===== src/rtl/btf_pkg.sv =====
package btf_pkg;

    localparam int          PRE_LEN    = 8;
    localparam logic [15:0] CRC16_POLY = 16'h1021;
    localparam logic [7:0]  CRC8_POLY  = 8'h07;

    typedef enum logic [2:0] {
        ST_IDLE = 3'd0,
        ST_LOAD = 3'd1,
        ST_PRE  = 3'd2,
        ST_BODY = 3'd3,
        ST_CRC  = 3'd4
    } btf_state_e;

    // Number of CRC bits appended for a configuration
    function automatic logic [4:0] crc_len(input logic en, input logic wide);
        if (!en)
            return 5'd0;
        return wide ? 5'd16 : 5'd8;
    endfunction

    // One serial CRC update, MSB-first feed; the 8-bit form uses the low byte
    function automatic logic [15:0] crc_bit_step(input logic [15:0] c,
                                                 input logic b,
                                                 input logic wide);
        logic [15:0] r;
        logic        fb;
        r = c;
        if (wide) begin
            fb = b ^ c[15];
            r  = {c[14:0], 1'b0} ^ (fb ? CRC16_POLY : 16'h0000);
        end else begin
            fb      = b ^ c[7];
            r[7:0]  = {c[6:0], 1'b0} ^ (fb ? CRC8_POLY : 8'h00);
        end
        return r;
    endfunction

endpackage


===== src/rtl/btf_bitstore.sv =====
module btf_bitstore #(
    parameter int DEPTH = 256,
    localparam int AW   = $clog2(DEPTH)
) (
    input  logic          clk,
    input  logic          rst_n,
    input  logic          wr_i,
    input  logic [AW-1:0] waddr_i,
    input  logic          wdat_i,
    input  logic [AW-1:0] raddr_i,
    output logic          rdat_o,
    output logic          head_o
);

    logic [DEPTH-1:0] mem_d, mem_q;

    always_comb begin
        mem_d = mem_q;
        if (wr_i)
            mem_d[waddr_i] = wdat_i;
    end

    always_ff @(posedge clk or negedge rst_n) begin
        if (!rst_n)
            mem_q <= '0;
        else
            mem_q <= mem_d;
    end

    assign rdat_o = mem_q[raddr_i];
    assign head_o = mem_q[0];


    stored_bit_chk: assert property (@(posedge clk) disable iff (!rst_n)
        wr_i |=> mem_q[$past(waddr_i)] == $past(wdat_i));

endmodule


===== src/rtl/btf_crc.sv =====
module btf_crc (
    input  logic clk,
    input  logic rst_n,
    input  logic init_i,
    input  logic step_i,
    input  logic bit_i,
    input  logic shift_i,
    input  logic wide_i,
    output logic msb_o
);
    import btf_pkg::*;

    logic [15:0] crc_d, crc_q;

    always_comb begin
        crc_d = crc_q;
        if (init_i)
            crc_d = 16'hFFFF;
        else if (step_i)
            crc_d = crc_bit_step(crc_q, bit_i, wide_i);
        else if (shift_i)
            crc_d = {crc_q[14:0], 1'b0};
    end

    always_ff @(posedge clk or negedge rst_n) begin
        if (!rst_n)
            crc_q <= 16'hFFFF;
        else
            crc_q <= crc_d;
    end

    assign msb_o = wide_i ? crc_q[15] : crc_q[7];


    crc_start_chk: assert property (@(posedge clk) disable iff (!rst_n)
        init_i |=> crc_q == 16'hFFFF);


    crc_hold_chk: assert property (@(posedge clk) disable iff (!rst_n)
        (!init_i && !step_i && !shift_i) |=> $stable(crc_q));

endmodule


===== src/rtl/burst_tx_framer.sv =====
module burst_tx_framer #(
    parameter int  MAX_BITS = 256,
    localparam int CNT_W    = $clog2(MAX_BITS + 1),
    localparam int AW       = $clog2(MAX_BITS)
) (
    input  logic clk,
    input  logic rst_n,
    input  logic en_i,
    input  logic hclk_i,
    input  logic hdat_i,
    input  logic crc_en_i,
    input  logic crc_long_i,
    input  logic tick_i,
    output logic tx_o,
    output logic line_stb_o,
    output logic busy_o,
    output logic ovf_o
);
    import btf_pkg::*;

    typedef struct packed {
        btf_state_e       st;
        logic             en_q;
        logic             hck_q;
        logic [CNT_W-1:0] wcnt;
        logic [CNT_W-1:0] ridx;
        logic             ovf;
        logic             c_en;
        logic             c_long;
        logic             tx;
        logic             stb;
    } ctl_t;

    ctl_t             d, q;
    logic             hedge;
    logic [CNT_W-1:0] limit;
    logic [CNT_W-1:0] crc_last;
    logic             wr_en;
    logic             crc_init, crc_step, crc_shift;
    logic             body_bit, head_bit, crc_bit;

    always_comb begin
        d         = q;
        d.stb     = 1'b0;
        d.en_q    = en_i;
        d.hck_q   = hclk_i;
        wr_en     = 1'b0;
        crc_init  = 1'b0;
        crc_step  = 1'b0;
        crc_shift = 1'b0;
        hedge     = hclk_i && !q.hck_q;
        limit     = CNT_W'(MAX_BITS) - CNT_W'(crc_len(crc_en_i, crc_long_i));
        crc_last  = CNT_W'(crc_len(q.c_en, q.c_long)) - CNT_W'(1);

        unique case (q.st)
            ST_IDLE: begin
                if (en_i) begin
                    d.st   = ST_LOAD;
                    d.wcnt = '0;
                    d.ovf  = 1'b0;
                end
            end
            ST_LOAD: begin
                if (!en_i) begin
                    if (q.wcnt == '0) begin
                        d.st = ST_IDLE;
                    end else begin
                        d.st     = ST_PRE;
                        d.ridx   = '0;
                        d.c_en   = crc_en_i;
                        d.c_long = crc_long_i;
                        crc_init = 1'b1;
                    end
                end else if (hedge) begin
                    if (q.wcnt < limit) begin
                        wr_en  = 1'b1;
                        d.wcnt = q.wcnt + CNT_W'(1);
                    end else begin
                        d.ovf = 1'b1;
                    end
                end
            end
            ST_PRE: begin
                if (tick_i) begin
                    d.tx  = head_bit ^ q.ridx[0];
                    d.stb = 1'b1;
                    if (q.ridx == CNT_W'(PRE_LEN - 1)) begin
                        d.st   = ST_BODY;
                        d.ridx = '0;
                    end else begin
                        d.ridx = q.ridx + CNT_W'(1);
                    end
                end
            end
            ST_BODY: begin
                if (tick_i) begin
                    d.tx     = body_bit;
                    d.stb    = 1'b1;
                    crc_step = 1'b1;
                    if (q.ridx == q.wcnt - CNT_W'(1)) begin
                        d.ridx = '0;
                        d.st   = q.c_en ? ST_CRC : ST_IDLE;
                    end else begin
                        d.ridx = q.ridx + CNT_W'(1);
                    end
                end
            end
            ST_CRC: begin
                if (tick_i) begin
                    d.tx      = crc_bit;
                    d.stb     = 1'b1;
                    crc_shift = 1'b1;
                    if (q.ridx == crc_last) begin
                        d.st   = ST_IDLE;
                        d.ridx = '0;
                    end else begin
                        d.ridx = q.ridx + CNT_W'(1);
                    end
                end
            end
            default: d.st = ST_IDLE;
        endcase
    end

    always_ff @(posedge clk or negedge rst_n) begin
        if (!rst_n)
            q <= '0;
        else
            q <= d;
    end

    btf_bitstore #(.DEPTH(MAX_BITS)) u_store (
        .clk     (clk),
        .rst_n   (rst_n),
        .wr_i    (wr_en),
        .waddr_i (q.wcnt[AW-1:0]),
        .wdat_i  (hdat_i),
        .raddr_i (q.ridx[AW-1:0]),
        .rdat_o  (body_bit),
        .head_o  (head_bit)
    );

    btf_crc u_crc (
        .clk     (clk),
        .rst_n   (rst_n),
        .init_i  (crc_init),
        .step_i  (crc_step),
        .bit_i   (body_bit),
        .shift_i (crc_shift),
        .wide_i  (q.c_long),
        .msb_o   (crc_bit)
    );

    assign tx_o       = q.tx;
    assign line_stb_o = q.stb;
    assign busy_o     = (q.st == ST_PRE) || (q.st == ST_BODY) || (q.st == ST_CRC);
    assign ovf_o      = q.ovf;


    burst_start_chk: assert property (@(posedge clk) disable iff (!rst_n)
        (q.st == ST_LOAD && !en_i && q.wcnt != '0) |=> busy_o);


    stb_after_tick_chk: assert property (@(posedge clk) disable iff (!rst_n)
        line_stb_o |-> $past(tick_i));


    tick_gives_stb_chk: assert property (@(posedge clk) disable iff (!rst_n)
        (busy_o && tick_i) |=> line_stb_o);


    frozen_count_chk: assert property (@(posedge clk) disable iff (!rst_n)
        busy_o |=> $stable(q.wcnt));


    no_overflow_chk: assert property (@(posedge clk) disable iff (!rst_n)
        q.wcnt <= CNT_W'(MAX_BITS));


    ovf_hold_chk: assert property (@(posedge clk) disable iff (!rst_n)
        (ovf_o && q.st != ST_IDLE) |=> ovf_o);

endmodule


===== config.mk =====
export PLATFORM = sky130hd
export DESIGN_NAME = burst_tx_framer
export DESIGN_NICKNAME = d
export VERILOG_FILES = /design/src/rtl/btf_pkg.sv /design/src/rtl/btf_bitstore.sv /design/src/rtl/btf_crc.sv /design/src/rtl/burst_tx_framer.sv
export SDC_FILE = /design/constraint.sdc
export NUM_CORES = 1
export LEC_CHECK = 0
export BUFFER_PORTS_ARGS = -buffer_cell sky130_fd_sc_hd__buf_2
export CORE_ASPECT_RATIO = 0.5
export CORE_MARGIN = 2
export CORE_UTILIZATION = 45
export CTS_CLUSTER_DIAMETER = 50
export CTS_CLUSTER_SIZE = 30
export DETAILED_ROUTE_END_ITERATION = 12
export GPL_TIMING_DRIVEN = 0
export HOLD_SLACK_MARGIN = 0.1
export PLACE_DENSITY = 0.58
export RECOVER_POWER = 100
export SETUP_SLACK_MARGIN = 0.02
export SLEW_MARGIN = 0
export SYNTH_ARGS = -nofsm -noshare
export SYNTH_HDL_FRONTEND = slang
export SYNTH_SLANG_ARGS = --single-unit

===== constraint.sdc =====
create_clock -name clk -period 3.5 [get_ports clk]
set_input_delay 0.875 -clock clk [delete_from_list [all_inputs] [get_ports clk]]
set_output_delay 0.875 -clock clk [all_outputs]
set_load 0.02 [all_outputs]

==> flow_summary_export.csv <==
group,metric,value,unit
floorplanning,die_w,270.3,um
placed_design,port_buffers,9,
outcome,status,"complete, but fails checks",
setup_path,crit_chain,"inv_2, buf_6, buf_4, mux2i_1, a211oi_1, nor4_2, o311ai_4, mux2_4, xor2_1, a21oi_1",
worst_hold_path,hp-class,"input pin to register",
yosys,syn_avg_cell_area,11.30,um^2
route,dr.pass1.iters,6,
setup_path,rr_worst_depth,10,
yosys,netlist_instances,1412,
yosys,synth_flop_cell,"dfrtp_1",
clocking,numCtsBuffers,25,
cells_and_area,multi_input_area,8118,um^2
timing,clock_skew,0.01636,ns
floorplanning,initial_utilization,0.4595,
timing,post-route-min-period,3.399,ns
grt,grt_pass1_wl,71440,um
placed_design,dp.final_hpwl,33280,um
outcome,failed_checks,"max-capacitance violations, max-slew violations",
timing,post-route-period-util,0.9713,
setup_path,cp_slowest_cell,"dfrtp_1",
setup_path,cp_max_fo,10,
setup_path,crit_buf_inv,3,
pwr,powerDensity,492.1,nW/um^2
timing,slew_viol_final,53,
worst_hold_path,hold_depth,1,
clocking,cts_max_level,1,
route,wl_per_cell,24.08,um
setup_path,start_kind,"register",
placed_design,gp_congestion,0.9195,
pwr,total_power,8.920,mW
clocking,clkSlewWorstSetupHoldPaths,0.09,ns
timing,tns,0,ns
route,ant_nets,0,
timing,rsz0062_at_grt,"yes",
pwr,leakage,7.727,nW
setup_path,cp.arrival,3.89,ns
floorplanning,die_area,37060,um^2
cells_and_area,drive_above_1_share,0.3340,
cells_and_area,final_area,18130,um^2
yosys,synth_fp_nets,1431,
cells_and_area,mostFrequentLayoutCells,"280 x dfrtp_1, 257 x mux2_2, 190 x nor2_1",
yosys,ys_seq_area_frac,0.4703,
route,drt_wl_total,47300,um
floorplanning,die_h,137.1,um
yosys,ys.warnings.count,0,
cells_and_area,n_fill_cell,3066,
grt,grtUsageTotal,0.2569,
clocking,cts-hold-fix-buffers,0,
setup_path,cp.depth,10,
timing,max_slew_margin,-0.7470,
grt,antenna_found_initial,1,
route,drt_iter0_markers,1447,
setup_path,critPathCaptureType,"register",
flow_run,drv_cap,1,
timing,setup_viol,0,
pwr,vdd_drop_max,0.3798,mV
yosys,synthArstFlopShare,1.000,
grt,grt_max_degree,126,
setup_path,critPathRequiredTime,3.99,ns
setup_path,critical_path.top_delay_family,"buffers and inverters",
floorplanning,core-area,34710,um^2
clocking,clkLatencyLatePin,0.57,ns
floorplanning,ios,12,
setup_path,max_stage_delay,0.57,ns
yosys,synth_edf_count,0,
cells_and_area,register_area,7506,um^2
route,via_per_inst,6.045,
grt,grt-ovfl-total,0,
timing,timing.fmax,0.2942,GHz
clocking,cts_tree,"done",
timing,tightest_slew,2.621,ns
placed_design,post_dp_cell_area,16660,um^2
timing,final_hold_viol_count,0,
yosys,synth_area,15950,um^2
route,drc,0,
route,vias,11873,
cells_and_area,post-route-util,0.5222,
timing,fin_hold_ws,0.4365,ns
clocking,cts_buffer_depth,3,
setup_path,crit_type,"register to register",
cells_and_area,final_common_cell,"dfrtp_1",
yosys,ys_ff_latch,299,
grt,grt_pass1_vias,11623,
yosys,ys_types,62,
floorplanning,rows,48,
clocking,cts_sinks,299,
cells_and_area,area_growth,13.64,%
cells_and_area,layout.nets,1488,
clocking,cts-root-buf,"clkbuf_16",
per-stage QoR:
stage	setup WS (ns)	std cells
after floorplan	0.07082	1412
after global placement	-3.867	1896
after detailed placement	-0.9640	1898
after CTS	0.02054	1944
after global routing	-0.01575	1963
final	0.1006	1964
final cells by class:
| class | count | area share |
|---|---|---|
| sequential | 299 | 0.4141 |
| multi-input combinational | 979 | 0.4478 |
| timing repair buffer | 32 | 0.01670 |
| tap | 475 | 0.03279 |
| clock inverter | 16 | 0.009870 |
| buffer | 118 | 0.03886 |
| clock buffer | 30 | 0.03665 |
| inverter | 14 | 0.003106 |
| antenna | 1 | 0.0001380 |
worst reg2reg max path, stage by stage, from the launching register on:
cell,delay [ns]
dfrtp_1,0.57
inv_2,0.21
buf_6,0.25
buf_4,0.33
mux2i_1,0.38
a211oi_1,0.15
nor4_2,0.52
o311ai_4,0.24
mux2_4,0.37
xor2_1,0.14
a21oi_1,0.16
cell families (layout without fill, tap and decap cells):
family	Yosys count	in the layout	synth area share
flops	299	299	0.4703
compound gates	102	102	0.04683
other cells	0	1	0
mux	349	349	0.2882
buf+inv	134	210	0.03514
fa+ha+maj	11	11	0.008628
xor+xnor	14	14	0.007687
simple gates	503	503	0.1432
cell usage after synthesis (3+ instances only):
cell type | count | area share
o22ai_1 | 11 | 0.0043
buf_1 | 5 | 0.0012
nand3b_1 | 4 | 0.0019
ha_1 | 11 | 0.0086
o221ai_1 | 5 | 0.0027
or3_1 | 5 | 0.0020
dfstp_2 | 16 | 0.026
a21o_1 | 6 | 0.0028
mux2i_1 | 16 | 0.010
o21ai_0 | 20 | 0.0063
buf_2 | 22 | 0.0069
nor2_1 | 190 | 0.045
o31ai_1 | 5 | 0.0024
nor2b_1 | 9 | 0.0035
clkbuf_1 | 86 | 0.020
mux2_2 | 264 | 0.19
o211ai_1 | 4 | 0.0019
nand4_1 | 3 | 0.0012
nor3b_1 | 4 | 0.0019
nand2b_1 | 5 | 0.0020
a211o_1 | 8 | 0.0044
nand3_1 | 60 | 0.019
nand2_1 | 79 | 0.019
and3_1 | 8 | 0.0031
or4_1 | 3 | 0.0014
a21oi_1 | 12 | 0.0038
xor2_1 | 5 | 0.0027
nor3_1 | 117 | 0.037
xnor2_1 | 9 | 0.0049
buf_4 | 6 | 0.0028
inv_1 | 13 | 0.0031
dfrtp_1 | 283 | 0.44
mux2_1 | 8 | 0.0056
nor4_1 | 6 | 0.0024
mux4_2 | 61 | 0.086
a211oi_1 | 6 | 0.0028
a31oi_1 | 5 | 0.0020
where the power goes:
| part | switching [mW] | total [mW] | internal, mW |
|---|---|---|---|
| sequential | 0.148 | 3.83 | 3.69 |
| clock | 1.46 | 2.94 | 1.49 |
| combinational | 1.34 | 2.14 | 0.801 |
| total | 2.95 | 8.92 | 5.97 |
sequential cells by signal, indices dropped and copies added (netlist names):
register / flops
u_crc.crc_q: 16
ovf_o: 1
q: 24
tx_o: 1
u_store.mem_q: 256
line_stb_o: 1
worst paths after layout:
path / from / end / slack, ns
max: q[7] / u_crc.crc_q[5] / 0.10
min reg2reg: u_store.mem_q[226] / u_store.mem_q[226] / 0.48
max reg2reg: q[7] / u_crc.crc_q[5] / 0.10
max in group asynchronous: rst_n / q[17] / 0.57
min in group asynchronous: rst_n / u_store.mem_q[94] / 1.32
min: hclk_i / q[23] / 0.44
per-layer routing:
metal  wire (um)  global-route usage  up-vias
met5           0                   0        -
met4        1202             0.06875        0
met3        4657             0.07175       95
met2       20230              0.3865      455
met1       21210              0.3665     6106
li1            -                   -     5217
timing repair:
item                                    in CTS  in global routing
pin swaps                                    3                  4
gates resized for setup                     55                 76
setup buffers                                2                 18
endpoints found under the setup margin     255                253
cloned                                       0                  1
No activity file was read; power rests on OpenSTA's default activity.
